## src/rtl/nib_pkg.sv

```systemverilog
package nib_pkg;
   typedef enum logic [3:0] {
      OP_NOP      = 4'd0,
      OP_ADC      = 4'd1,
      OP_ADDI     = 4'd2,
      OP_ADDM     = 4'd3,
      OP_AND      = 4'd4,
      OP_OR       = 4'd5,
      OP_CMP      = 4'd6,
      OP_RAR      = 4'd7,
      OP_SETC     = 4'd8,
      OP_CLRC     = 4'd9,
      OP_PACK_E   = 4'd10,
      OP_UNPACK_E = 4'd11,
      OP_B2A      = 4'd12,
      OP_A2B      = 4'd13,
      OP_TBL      = 4'd14
   } nib_op_e;
endpackage

```

## src/rtl/nib_alu.sv

```systemverilog
module nib_alu #(
   parameter int NIB_W = 4
) (
   input  logic [3:0]       op,
   input  logic [NIB_W-1:0] a,
   input  logic             cy,
   input  logic [NIB_W-1:0] m,
   input  logic [NIB_W-1:0] imm,
   input  logic [NIB_W-1:0] b,
   input  logic [NIB_W-1:0] e_lo,
   output logic [NIB_W-1:0] a_nxt,
   output logic             a_we,
   output logic             cy_nxt,
   output logic             cy_we,
   output logic             eq_hit
);
   import nib_pkg::*;

   logic [NIB_W:0] sum_c;
   assign sum_c = {1'b0, a} + {1'b0, m} + {{NIB_W{1'b0}}, cy};

   always_comb begin
      a_nxt  = a;
      a_we   = 1'b0;
      cy_nxt = cy;
      cy_we  = 1'b0;
      eq_hit = 1'b0;
      case (op)
         OP_ADC: begin
            a_nxt  = sum_c[NIB_W-1:0];
            a_we   = 1'b1;
            cy_nxt = sum_c[NIB_W];
            cy_we  = 1'b1;
         end
         OP_ADDI: begin a_nxt = a + imm; a_we = 1'b1; end
         OP_ADDM: begin a_nxt = a + m;   a_we = 1'b1; end
         OP_AND:  begin a_nxt = a & m;   a_we = 1'b1; end
         OP_OR:   begin a_nxt = a | m;   a_we = 1'b1; end
         OP_CMP:  eq_hit = (a == m);
         OP_RAR: begin
            a_nxt  = {cy, a[NIB_W-1:1]};
            a_we   = 1'b1;
            cy_nxt = a[0];
            cy_we  = 1'b1;
         end
         OP_SETC: begin cy_nxt = 1'b1; cy_we = 1'b1; end
         OP_CLRC: begin cy_nxt = 1'b0; cy_we = 1'b1; end
         OP_B2A:      begin a_nxt = b;    a_we = 1'b1; end
         OP_UNPACK_E: begin a_nxt = e_lo; a_we = 1'b1; end
         default: ;
      endcase
   end
endmodule

```

## src/rtl/nib_tbl_seq.sv

```systemverilog
module nib_tbl_seq #(
   parameter int NIB_W   = 4,
   parameter int D_W     = 3,
   parameter int PAGE_W  = 7,
   parameter int ROM_D_W = 10,
   localparam int ROM_A_W = PAGE_W + D_W + NIB_W,
   localparam int HI_W    = ROM_D_W - 2*NIB_W
) (
   input  logic               clk,
   input  logic               rst_n,
   input  logic               start,
   input  logic [PAGE_W-1:0]  page,
   input  logic [D_W-1:0]     d_cur,
   input  logic [NIB_W-1:0]   a_cur,
   input  logic               rom_valid,
   input  logic [ROM_D_W-1:0] rom_data,
   output logic               rom_req,
   output logic [ROM_A_W-1:0] rom_addr,
   output logic               busy,
   output logic               wr,
   output logic [NIB_W-1:0]   a_val,
   output logic [NIB_W-1:0]   b_val,
   output logic [D_W-1:0]     d_val
);
   if (HI_W < 1 || HI_W >= D_W) begin : g_bad_split
      $error("table data high part must be narrower than D");
   end

   assign wr    = busy && rom_valid;
   assign a_val = rom_data[NIB_W-1:0];
   assign b_val = rom_data[2*NIB_W-1:NIB_W];
   assign d_val = {{(D_W-HI_W){1'b0}}, rom_data[ROM_D_W-1:2*NIB_W]};

   always_ff @(posedge clk or negedge rst_n) begin
      if (!rst_n) begin
         rom_req  <= 1'b0;
         rom_addr <= '0;
         busy     <= 1'b0;
      end else begin
         rom_req <= start;
         if (start) begin
            rom_addr <= {page, d_cur, a_cur};
            busy     <= 1'b1;
         end else if (wr) begin
            busy <= 1'b0;
         end
      end
   end


   req_pulse_chk: assert property (@(posedge clk) disable iff (!rst_n)
      rom_req |=> !rom_req);

   req_busy_chk: assert property (@(posedge clk) disable iff (!rst_n)
      rom_req |-> busy);

   reply_done_chk: assert property (@(posedge clk) disable iff (!rst_n)
      (busy && rom_valid) |=> !busy);
endmodule

```

## src/rtl/nib_regs.sv

```systemverilog
module nib_regs #(
   parameter int NIB_W   = 4,
   parameter int D_W     = 3,
   parameter bit RST_ALL = 1'b0,
   localparam int E_W = 2*NIB_W
) (
   input  logic             clk,
   input  logic             rst_n,
   input  logic             b_we,
   input  logic [NIB_W-1:0] b_d,
   input  logic             e_we,
   input  logic [E_W-1:0]   e_d,
   input  logic             d_we,
   input  logic [D_W-1:0]   d_d,
   output logic [NIB_W-1:0] b_q,
   output logic [E_W-1:0]   e_q,
   output logic [D_W-1:0]   d_q
);
   if (RST_ALL) begin : g_rst
      always_ff @(posedge clk or negedge rst_n) begin
         if (!rst_n) begin
            b_q <= '0;
            e_q <= '0;
            d_q <= '0;
         end else begin
            if (b_we) b_q <= b_d;
            if (e_we) e_q <= e_d;
            if (d_we) d_q <= d_d;
         end
      end
   end else begin : g_norst
      always_ff @(posedge clk) begin
         if (b_we) b_q <= b_d;
         if (e_we) e_q <= e_d;
         if (d_we) d_q <= d_d;
      end
   end


   d_top_zero_chk: assert property (@(posedge clk) disable iff (!rst_n)
      d_we |=> (d_q[D_W-1] == 1'b0));
endmodule

```

## src/rtl/nib_acc_core.sv

```systemverilog
module nib_acc_core #(
   parameter int NIB_W   = 4,
   parameter int D_W     = 3,
   parameter int PAGE_W  = 7,
   parameter bit RST_ALL = 1'b0,
   localparam int E_W     = 2*NIB_W,
   localparam int ROM_D_W = 2*NIB_W + 2,
   localparam int ROM_A_W = PAGE_W + D_W + NIB_W
) (
   input  logic               clk,
   input  logic               rst_n,
   input  logic [3:0]         op_code,
   input  logic [NIB_W-1:0]   mem_nib,
   input  logic [NIB_W-1:0]   imm_nib,
   input  logic [PAGE_W-1:0]  page_imm,
   input  logic               rom_valid,
   input  logic [ROM_D_W-1:0] rom_data,
   output logic [NIB_W-1:0]   acc_o,
   output logic               cy_o,
   output logic [NIB_W-1:0]   b_o,
   output logic [E_W-1:0]     e_o,
   output logic [D_W-1:0]     d_o,
   output logic               eq_o,
   output logic               rom_req,
   output logic [ROM_A_W-1:0] rom_addr,
   output logic               busy
);
   import nib_pkg::*;

   if (NIB_W < 2) begin : g_bad_nib
      $error("NIB_W must be at least 2");
   end
   if (PAGE_W < 1) begin : g_bad_page
      $error("PAGE_W must be at least 1");
   end

   logic [NIB_W-1:0] acc_q, a_nxt, t_a, t_b, b_d;
   logic [D_W-1:0]   t_d;
   logic             cy_q, cy_nxt, a_we, cy_we, eq_hit, eq_q;
   logic             live, t_wr, b_we, e_we, start;

   assign live  = !busy;
   assign start = live && (op_code == OP_TBL);

   nib_alu #(.NIB_W(NIB_W)) u_alu (
      .op(op_code), .a(acc_q), .cy(cy_q), .m(mem_nib), .imm(imm_nib),
      .b(b_o), .e_lo(e_o[NIB_W-1:0]),
      .a_nxt(a_nxt), .a_we(a_we), .cy_nxt(cy_nxt), .cy_we(cy_we),
      .eq_hit(eq_hit)
   );

   nib_tbl_seq #(.NIB_W(NIB_W), .D_W(D_W), .PAGE_W(PAGE_W),
                 .ROM_D_W(ROM_D_W)) u_tbl (
      .clk(clk), .rst_n(rst_n), .start(start), .page(page_imm),
      .d_cur(d_o), .a_cur(acc_q), .rom_valid(rom_valid),
      .rom_data(rom_data), .rom_req(rom_req), .rom_addr(rom_addr),
      .busy(busy), .wr(t_wr), .a_val(t_a), .b_val(t_b), .d_val(t_d)
   );

   always_comb begin
      b_we = 1'b0;
      b_d  = acc_q;
      if (t_wr) begin
         b_we = 1'b1;
         b_d  = t_b;
      end else if (live && op_code == OP_A2B) begin
         b_we = 1'b1;
      end else if (live && op_code == OP_UNPACK_E) begin
         b_we = 1'b1;
         b_d  = e_o[E_W-1:NIB_W];
      end
   end
   assign e_we = live && (op_code == OP_PACK_E);

   nib_regs #(.NIB_W(NIB_W), .D_W(D_W), .RST_ALL(RST_ALL)) u_regs (
      .clk(clk), .rst_n(rst_n),
      .b_we(b_we), .b_d(b_d),
      .e_we(e_we), .e_d({b_o, acc_q}),
      .d_we(t_wr), .d_d(t_d),
      .b_q(b_o), .e_q(e_o), .d_q(d_o)
   );

   always_ff @(posedge clk or negedge rst_n) begin
      if (!rst_n) begin
         acc_q <= '0;
         cy_q  <= 1'b0;
         eq_q  <= 1'b0;
      end else begin
         eq_q <= live && eq_hit;
         if (t_wr)
            acc_q <= t_a;
         else if (live && a_we)
            acc_q <= a_nxt;
         if (live && cy_we)
            cy_q <= cy_nxt;
      end
   end

   assign acc_o = acc_q;
   assign cy_o  = cy_q;
   assign eq_o  = eq_q;


   cy_keep_chk: assert property (@(posedge clk) disable iff (!rst_n)
      (live && (op_code == OP_ADDI || op_code == OP_ADDM || op_code == OP_AND ||
                op_code == OP_OR || op_code == OP_CMP)) |=> $stable(cy_o));

   setc_chk: assert property (@(posedge clk) disable iff (!rst_n)
      (live && op_code == OP_SETC) |=> (cy_o && $stable(acc_o)));

   clrc_chk: assert property (@(posedge clk) disable iff (!rst_n)
      (live && op_code == OP_CLRC) |=> (!cy_o && $stable(acc_o)));

   eq_src_chk: assert property (@(posedge clk) disable iff (!rst_n)
      eq_o |-> ($past(op_code) == OP_CMP));

   busy_hold_chk: assert property (@(posedge clk) disable iff (!rst_n)
      (busy && !rom_valid) |=> ($stable(acc_o) && $stable(cy_o)));

   bad_op_chk: assert property (@(posedge clk) disable iff (!rst_n)
      (live && (op_code == 4'd15 || op_code == OP_NOP))
         |=> ($stable(acc_o) && $stable(cy_o) && !rom_req));
endmodule

```

## config.mk

```make
export PLATFORM = sky130hd
export DESIGN_NAME = nib_acc_core
export DESIGN_NICKNAME = d
export VERILOG_FILES = /design/src/rtl/nib_pkg.sv /design/src/rtl/nib_alu.sv /design/src/rtl/nib_tbl_seq.sv /design/src/rtl/nib_regs.sv /design/src/rtl/nib_acc_core.sv
export SDC_FILE = /design/constraint.sdc
export NUM_CORES = 1
export LEC_CHECK = 0
export BUFFER_PORTS_ARGS = -buffer_cell sky130_fd_sc_hd__clkbuf_2
export CORE_ASPECT_RATIO = 1.1
export CORE_MARGIN = 1.5
export CORE_UTILIZATION = 36
export CTS_BUF_LIST = sky130_fd_sc_hd__clkbuf_4 sky130_fd_sc_hd__clkbuf_8 sky130_fd_sc_hd__clkbuf_16
export DETAILED_ROUTE_END_ITERATION = 16
export GPL_TIMING_DRIVEN = 0
export HOLD_SLACK_MARGIN = 0.06
export PLACE_DENSITY_LB_ADDON = 0.05
export SKIP_LAST_GASP = 1
export SYNTH_ARGS = -nofsm -noshare
export SYNTH_HDL_FRONTEND = slang
export SYNTH_SLANG_ARGS = --single-unit
export TNS_END_PERCENT = 1
```

## constraint.sdc

```tcl
create_clock -name clk -period 2.4 [get_ports clk]
set_clock_uncertainty 0.2 [all_clocks]
set_input_delay 0.36 -clock clk [delete_from_list [all_inputs] [get_ports clk]]
set_output_delay 0.36 -clock clk [all_outputs]
set_load 0.01 [all_outputs]
```

Yosys cells after proc, flatten, opt, wreduce, memory -nomap -nowiden:

Index checks and enable logic that the tools add are counted.

* reductions and logical operators: 17
* equality and inequality tests: 15
* add/sub/neg operators: 4
* muxes and demuxes: 15
* bitwise logic cells: 2

Operator list (count)
* case mux 4 bit (8 select lines): 1
* equality test 4 bit (second input constant): 7
* two-way mux 4 bit: 5
* equality test 4 x 3 -> 1 bit (second input constant): 4
* nonzero test 9 bit: 1
* adder 4 bit: 2
* equality test 4 x 2 -> 1 bit (second input constant): 2
* logical AND 1 bit: 8
* two-way mux 1 bit: 8
* OR reduction 8 bit: 1
* adder 4 x 4 -> 5 bit: 1
* adder 5 x 1 -> 5 bit: 1
* AND 4 bit: 1
* equality test 4 x 1 -> 1 bit (second input constant): 1
* equality test 4 bit: 1
* bitwise OR 4 bit: 1
* case mux 1 bit (4 select lines): 1
* AND reduction 2 bit: 2
* nonzero test 2 bit: 2
* nonzero test 4 bit: 1
* OR reduction 4 bit: 1
* zero test 1 bit: 1

* bits in registers: 35
* output and inout port bits: 37
* word-level logic and storage cells: 62
* input port bits: 32

Depth between registers and ports, before layout:

* depth after elaboration: 6
* gate-level depth with buffers: 10

Hierarchy:

A second synthesis with hierarchy kept.

* cell total of the unflattened synthesis: 228
* area, all modules: 2419.8 um^2

Modules (own cells, without submodules)
* nib_alu: cells an instance 116, area each 813.3 um^2, instances 1
* nib_tbl_seq: cells an instance 47, area each 728.2 um^2, instances 1
* nib_regs: cells an instance 15, area each 450.4 um^2, instances 1
* nib_acc_core: cells an instance 50, area each 427.9 um^2, instances 1

Least setup slack after synthesis:

OpenSTA, ideal clock, no wires.

* path kind: input to register
* start point: input op_code[3]
* end point: register acc_q[1], in the netlist acc_o[1]
* buffers on the path: 0
* data required time: 2.105 ns
* cell stages on the path: 10
* arrival time: 2.250 ns
* slack: -0.146 ns
* path through: and4bb_1 mux2_2 ha_1 inv_1 fa_1 nor3b_1 a31oi_1 nor2_1 a2111oi_0 o31ai_1

* longest elaborated chain between the ends: 6
* elaborated cells on any way between the ends: 17

Ends and longest elaborated chain
* start: declaration: RTL line nib_acc_core.sv:12 `input logic [3:0] op_code,`
* equality test 4 bit (tied with other cells): RTL line nib_alu.sv:28 `case (op)`
* OR reduction 8 bit (no line)
* two-way mux 1 bit: RTL line nib_alu.sv:28
* logical AND 1 bit: RTL line nib_acc_core.sv:92 `else if (live && a_we)`
* nonzero test 2 bit (no line)
* AND reduction 2 bit (no line)
* end signal: assignment: RTL line nib_acc_core.sv:91 `acc_q <= t_a;`
* end signal: assignment: RTL line nib_acc_core.sv:93 `acc_q <= a_nxt;`
* end: declaration: RTL line nib_acc_core.sv:37 `logic [NIB_W-1:0] acc_q, a_nxt, t_a, t_b, b_d;`

Several ways; a longest one is shown, not always the timed one. The select of a mux whose other input is x is not followed.
A chain may end at the register's enable or synchronous reset.

Worst setup path after layout:

* start point: input op_code[2]
* end point: register acc_q[1], in the netlist acc_o[1]

Same word-level chain as after synthesis.

==> metrics.txt <==
# TYPE chip_impl_metric gauge
chip_impl_metric{name="start_util",unit=""} 0.372
chip_impl_metric{name="wire_per_inst",unit="um"} 16.1
chip_impl_metric{name="path_buf_inv",unit=""} 2
chip_impl_metric{name="core_area",unit="um^2"} 5770
chip_impl_metric{name="setup.reg_to_reg.worst_slack",unit="ns"} 0.03
chip_impl_metric{name="utilization",unit=""} 0.481
chip_impl_metric{name="antenna-diode-count",unit=""} 0
chip_impl_metric{name="synthCells",unit=""} 201
chip_impl_metric{name="port-buffer-count",unit=""} 66
chip_impl_metric{name="drive_above_1_share",unit=""} 0.399
chip_impl_metric{name="cts_buffer_depth",unit=""} 2
chip_impl_metric{name="timing.max_cap.violations",unit=""} 0
chip_impl_metric{name="placed_cell_area",unit="um^2"} 2600
chip_impl_metric{name="initialDrtViolationCount",unit=""} 105
chip_impl_info{name="r2r_start",value="acc_o[1]$_DFFE_PN0P_"} 1
chip_impl_metric{name="postSynth.asyncResetShare",unit=""} 0.600
chip_impl_metric{name="ys_warn_count",unit=""} 0
chip_impl_metric{name="syn_to_final_growth",unit="%"} 29.4
chip_impl_metric{name="power_density",unit="nW/um^2"} 815
chip_impl_info{name="startpoint_type",value="input pin"} 1
chip_impl_metric{name="die_width",unit="um"} 76.6
chip_impl_metric{name="setup_tns",unit="ns"} -0.0680
chip_impl_metric{name="dp_hpwl",unit="um"} 4350
chip_impl_metric{name="finalSetupViolations",unit=""} 2
chip_impl_metric{name="worst_slew_pin_slew",unit="ns"} 1.01
chip_impl_info{name="clk_root_buffer_cell",value="sky130_fd_sc_hd__clkbuf_8"} 1
chip_impl_info{name="min_delay_worst_endpoint",value="u_tbl.rom_addr[8]$_DFFE_PN0P_"} 1
chip_impl_metric{name="globalRouteOverflowTotal",unit=""} 0
chip_impl_info{name="synth.most_common_cell",value="sky130_fd_sc_hd__dfrtp_1"} 1
chip_impl_metric{name="avgSynthCellArea",unit="um^2"} 10.7
chip_impl_metric{name="vdd_ir_drop_max",unit="mV"} 0.531
chip_impl_metric{name="power.static_leakage",unit="nW"} 1.30
chip_impl_metric{name="fmaxAchievable",unit="MHz"} 408
chip_impl_metric{name="finalWorstPathRequiredPeriod",unit="ns"} 2.45
chip_impl_metric{name="die_h",unit="um"} 84.0
chip_impl_metric{name="post_synth_num_cell_types",unit=""} 46
chip_impl_metric{name="netlist.area_leader.share",unit=""} 0.245
chip_impl_metric{name="clock_network_latency_to_the_later_pin_of_the_worst_skew_pair",unit="ns"} 0.29
chip_impl_metric{name="net_sw_frac",unit=""} 0.371
chip_impl_info{name="critPathSlowestCell",value="sky130_fd_sc_hd__fa_1"} 1
chip_impl_metric{name="detailroute.via_count",unit=""} 1819
chip_impl_info{name="synth.area.top_cells",value="sky130_fd_sc_hd__dfrtp_1, sky130_fd_sc_hd__edfxtp_1, sky130_fd_sc_hd__mux2_2"} 1
chip_impl_metric{name="cp.required",unit="ns"} 2.35
chip_impl_metric{name="mapped_cell_area",unit="um^2"} 2140
chip_impl_metric{name="number_of_enable_flip_flop_cells_after_synthesis",unit=""} 14
chip_impl_metric{name="grt_start_max_net_pins",unit=""} 22
chip_impl_metric{name="numClockSinks",unit=""} 35
chip_impl_metric{name="worst_slew_margin_relative_to_its_limit",unit=""} 0.322
chip_impl_info{name="critPathTopFamily",value="adder cells"} 1
chip_impl_metric{name="worst_ep_arrival_time",unit="ns"} 2.41
chip_impl_metric{name="number_of_levels_in_the_clock_h_tree",unit=""} 2
chip_impl_metric{name="grt.total_usage",unit=""} 0.187
chip_impl_metric{name="switching_power",unit="uW"} 839
chip_impl_metric{name="finalWirelength",unit="um"} 5800
chip_impl_info{name="failed_checks",value="negative setup slack"} 1
chip_impl_info{name="dominant_synthesized_flop_cell",value="sky130_fd_sc_hd__dfrtp_1"} 1
chip_impl_info{name="min-delay-start",value="page_imm[1]"} 1
chip_impl_info{name="status",value="finished, violations left"} 1
chip_impl_metric{name="route.detailed.drc",unit=""} 0
chip_impl_info{name="regToRegEndpoint",value="acc_o[1]$_DFFE_PN0P_"} 1
chip_impl_info{name="rsz_0062_raised_after_global_routing",value="true"} 1
chip_impl_metric{name="maxSlewViolCount",unit=""} 0
chip_impl_metric{name="grt_pass1_vias",unit=""} 1777
chip_impl_metric{name="clkPwrFrac",unit=""} 0.192
chip_impl_info{name="most_frequent_cells_after_synthesis",value="sky130_fd_sc_hd__dfrtp_1, sky130_fd_sc_hd__nand2_1, sky130_fd_sc_hd__mux2_2"} 1
chip_impl_metric{name="tritoncts.num_buffers",unit=""} 5
chip_impl_metric{name="comb_power_share",unit=""} 0.404
chip_impl_metric{name="avgViaCountPerCell",unit=""} 5.05
chip_impl_metric{name="cell_internal_pwr",unit="mW"} 1.42
chip_impl_metric{name="power.sequential.fraction",unit=""} 0.404
chip_impl_metric{name="final_net_count",unit=""} 328
chip_impl_metric{name="postSynthRegisterBits",unit=""} 35
chip_impl_metric{name="crit_fanout",unit=""} 7
chip_impl_metric{name="timing.final.ws_setup",unit="ns"} -0.0513
chip_impl_info{name="synth_largest_area_cell",value="sky130_fd_sc_hd__dfrtp_1"} 1
chip_impl_metric{name="ios",unit=""} 69
chip_impl_metric{name="min_period_over_period",unit=""} 1.02
chip_impl_info{name="worst_hold_path_type",value="in2reg"} 1
chip_impl_metric{name="critical-path-max-stage-delay",unit="ns"} 0.51
chip_impl_metric{name="drtAntennaViolNets",unit=""} 0
chip_impl_metric{name="grt_pass1_wl",unit="um"} 9340
chip_impl_metric{name="path_clk_slew",unit="ns"} 0.07
chip_impl_metric{name="antenna_found_initial",unit=""} 0
chip_impl_metric{name="finalHoldWorstSlack",unit="ns"} 0.0975
chip_impl_info{name="crit_chain",value="clkbuf_4 -> and4bb_4 -> mux2_4 -> ha_4 -> inv_2 -> fa_1 -> nor3b_2 -> a31oi_1 -> nor2_1 -> a2111oi_2 -> o31ai_1"} 1
chip_impl_info{name="worstSetupPathType",value="in2reg"} 1
chip_impl_metric{name="placementRows",unit=""} 29
chip_impl_metric{name="synth.yosys.seq_area_share",unit=""} 0.441
chip_impl_metric{name="gp_routability_congestion",unit=""} 0.825
chip_impl_metric{name="reg2regPathDepth",unit=""} 7
chip_impl_metric{name="fin_area",unit="um^2"} 2780
chip_impl_metric{name="final_hold_viol_count",unit=""} 0
chip_impl_metric{name="whs_path_depth",unit=""} 2
chip_impl_info{name="cts_tree",value="done"} 1
chip_impl_metric{name="worst-path-stages",unit=""} 11
chip_impl_metric{name="die_area",unit="um^2"} 6430
chip_impl_metric{name="first_pass_iters",unit=""} 4
chip_impl_info{name="end_kind",value="flop"} 1
metal layers:
layer,track usage,up-vias,part of all wire
met5,0,-,0
met4,0.0657,0,0.018
met3,0.0317,9,0.051
met2,0.293,67,0.46
met1,0.261,857,0.47
li1,-,886,-
worst register-to-register path, cell delays in order (launching register included):
cell and delay [ns]:
sky130_fd_sc_hd__dfrtp_1 0.62, sky130_fd_sc_hd__inv_1 0.16, sky130_fd_sc_hd__fa_1 0.57, sky130_fd_sc_hd__nor3b_2 0.05, sky130_fd_sc_hd__a31oi_1 0.15, sky130_fd_sc_hd__nor2_1 0.07, sky130_fd_sc_hd__a2111oi_2 0.33, sky130_fd_sc_hd__o31ai_1 0.10
state kept, by name, indices dropped and copies added, names as in the netlist:
signal,count
u_tbl.busy,1
u_regs.d_q,2
acc_o,4
u_tbl.rom_addr,13
cy_o,1
u_regs.b_q,4
u_tbl.rom_req,1
u_regs.e_q,8
eq_o,1
worst max-delay path by stage:
stage | to | startpoint | slack, ns
after global placement | u_regs.e_q[2]$_DFFE_PP_ | op_code[3] | -0.76
final | acc_o[1]$_DFFE_PN0P_ | op_code[2] | -0.05
after CTS | acc_o[1]$_DFFE_PN0P_ | op_code[2] | -0.08
after floorplan | acc_o[1]$_DFFE_PN0P_ | op_code[2] | -0.07
after global routing | acc_o[1]$_DFFE_PN0P_ | op_code[2] | -0.17
after detailed placement | acc_o[1]$_DFFE_PN0P_ | op_code[2] | -0.70
power groups by stage:
stage,Clock (mW),Combinational [mW],Sequential (mW)
3_3_place_gp,0,0.838,0.952
3_5_place_dp,0,0.843,0.954
6_report,0.434,0.914,0.914
2_1_floorplan,0,0.486,0.952
4_1_cts,0.452,0.879,0.943
5_1_grt,0.467,1.02,0.940
placed cells by master, fill, tap and decap left out, drive strengths merged, types with 3 or more instances in the layout:
master and instances:
a21o 3, a21oi 5, a22oi 5, buf 10, clkbuf 77, dfrtp 21, dlygate4sd3 3, edfxtp 14
fa 3, ha 11, inv 14, mux2 17, nand2 20, nand2b 3, nand3 6, nor2 12
nor2b 7, o21ai 5, o31ai 4, xor2 3
cells by family (layout without fill, tap and decap cells):
family | count (synthesis) | after routing | synth area share
other | 1 | 2 | 0.00175
flip-flops | 35 | 35 | 0.441
buffers and inverters | 24 | 105 | 0.0478
multiplexers | 19 | 19 | 0.0986
XOR/XNOR | 5 | 5 | 0.0204
AO/OA/AOI/OAI | 41 | 41 | 0.146
AND/OR/NAND/NOR | 62 | 62 | 0.152
adder cells (fa/ha/maj) | 14 | 14 | 0.0922
area by class of cell:
cell class                      count  area (um^2)
Buffer                             11         53.8
Clock inverter                      2         11.3
Timing Repair Buffer               73          402
Sequential cell                    35          947
Fill cell                         570         2990
Clock buffer                        6         76.3
Tap cell                           77         96.3
Inverter                           13         48.8
Multi-Input combinational cell    143         1140
timing repair:
item	in CTS	in global routing
resized for setup	9	0
endpoints found under the hold margin	23	0
hold buffers	3	0
pin swaps	5	2
buffers inserted	2	2
setup endpoints to repair	4	12
through the flow:
stage	cells	setup slack (ns)	total power [mW]
global route	360	-0.172	2.43
detailed placement	345	-0.703	1.80
finish	360	-0.0513	2.26
CTS	358	-0.0815	2.27
global placement	345	-0.762	1.79
floorplan	202	-0.0675	1.44
(Power assumes the default switching activity.)
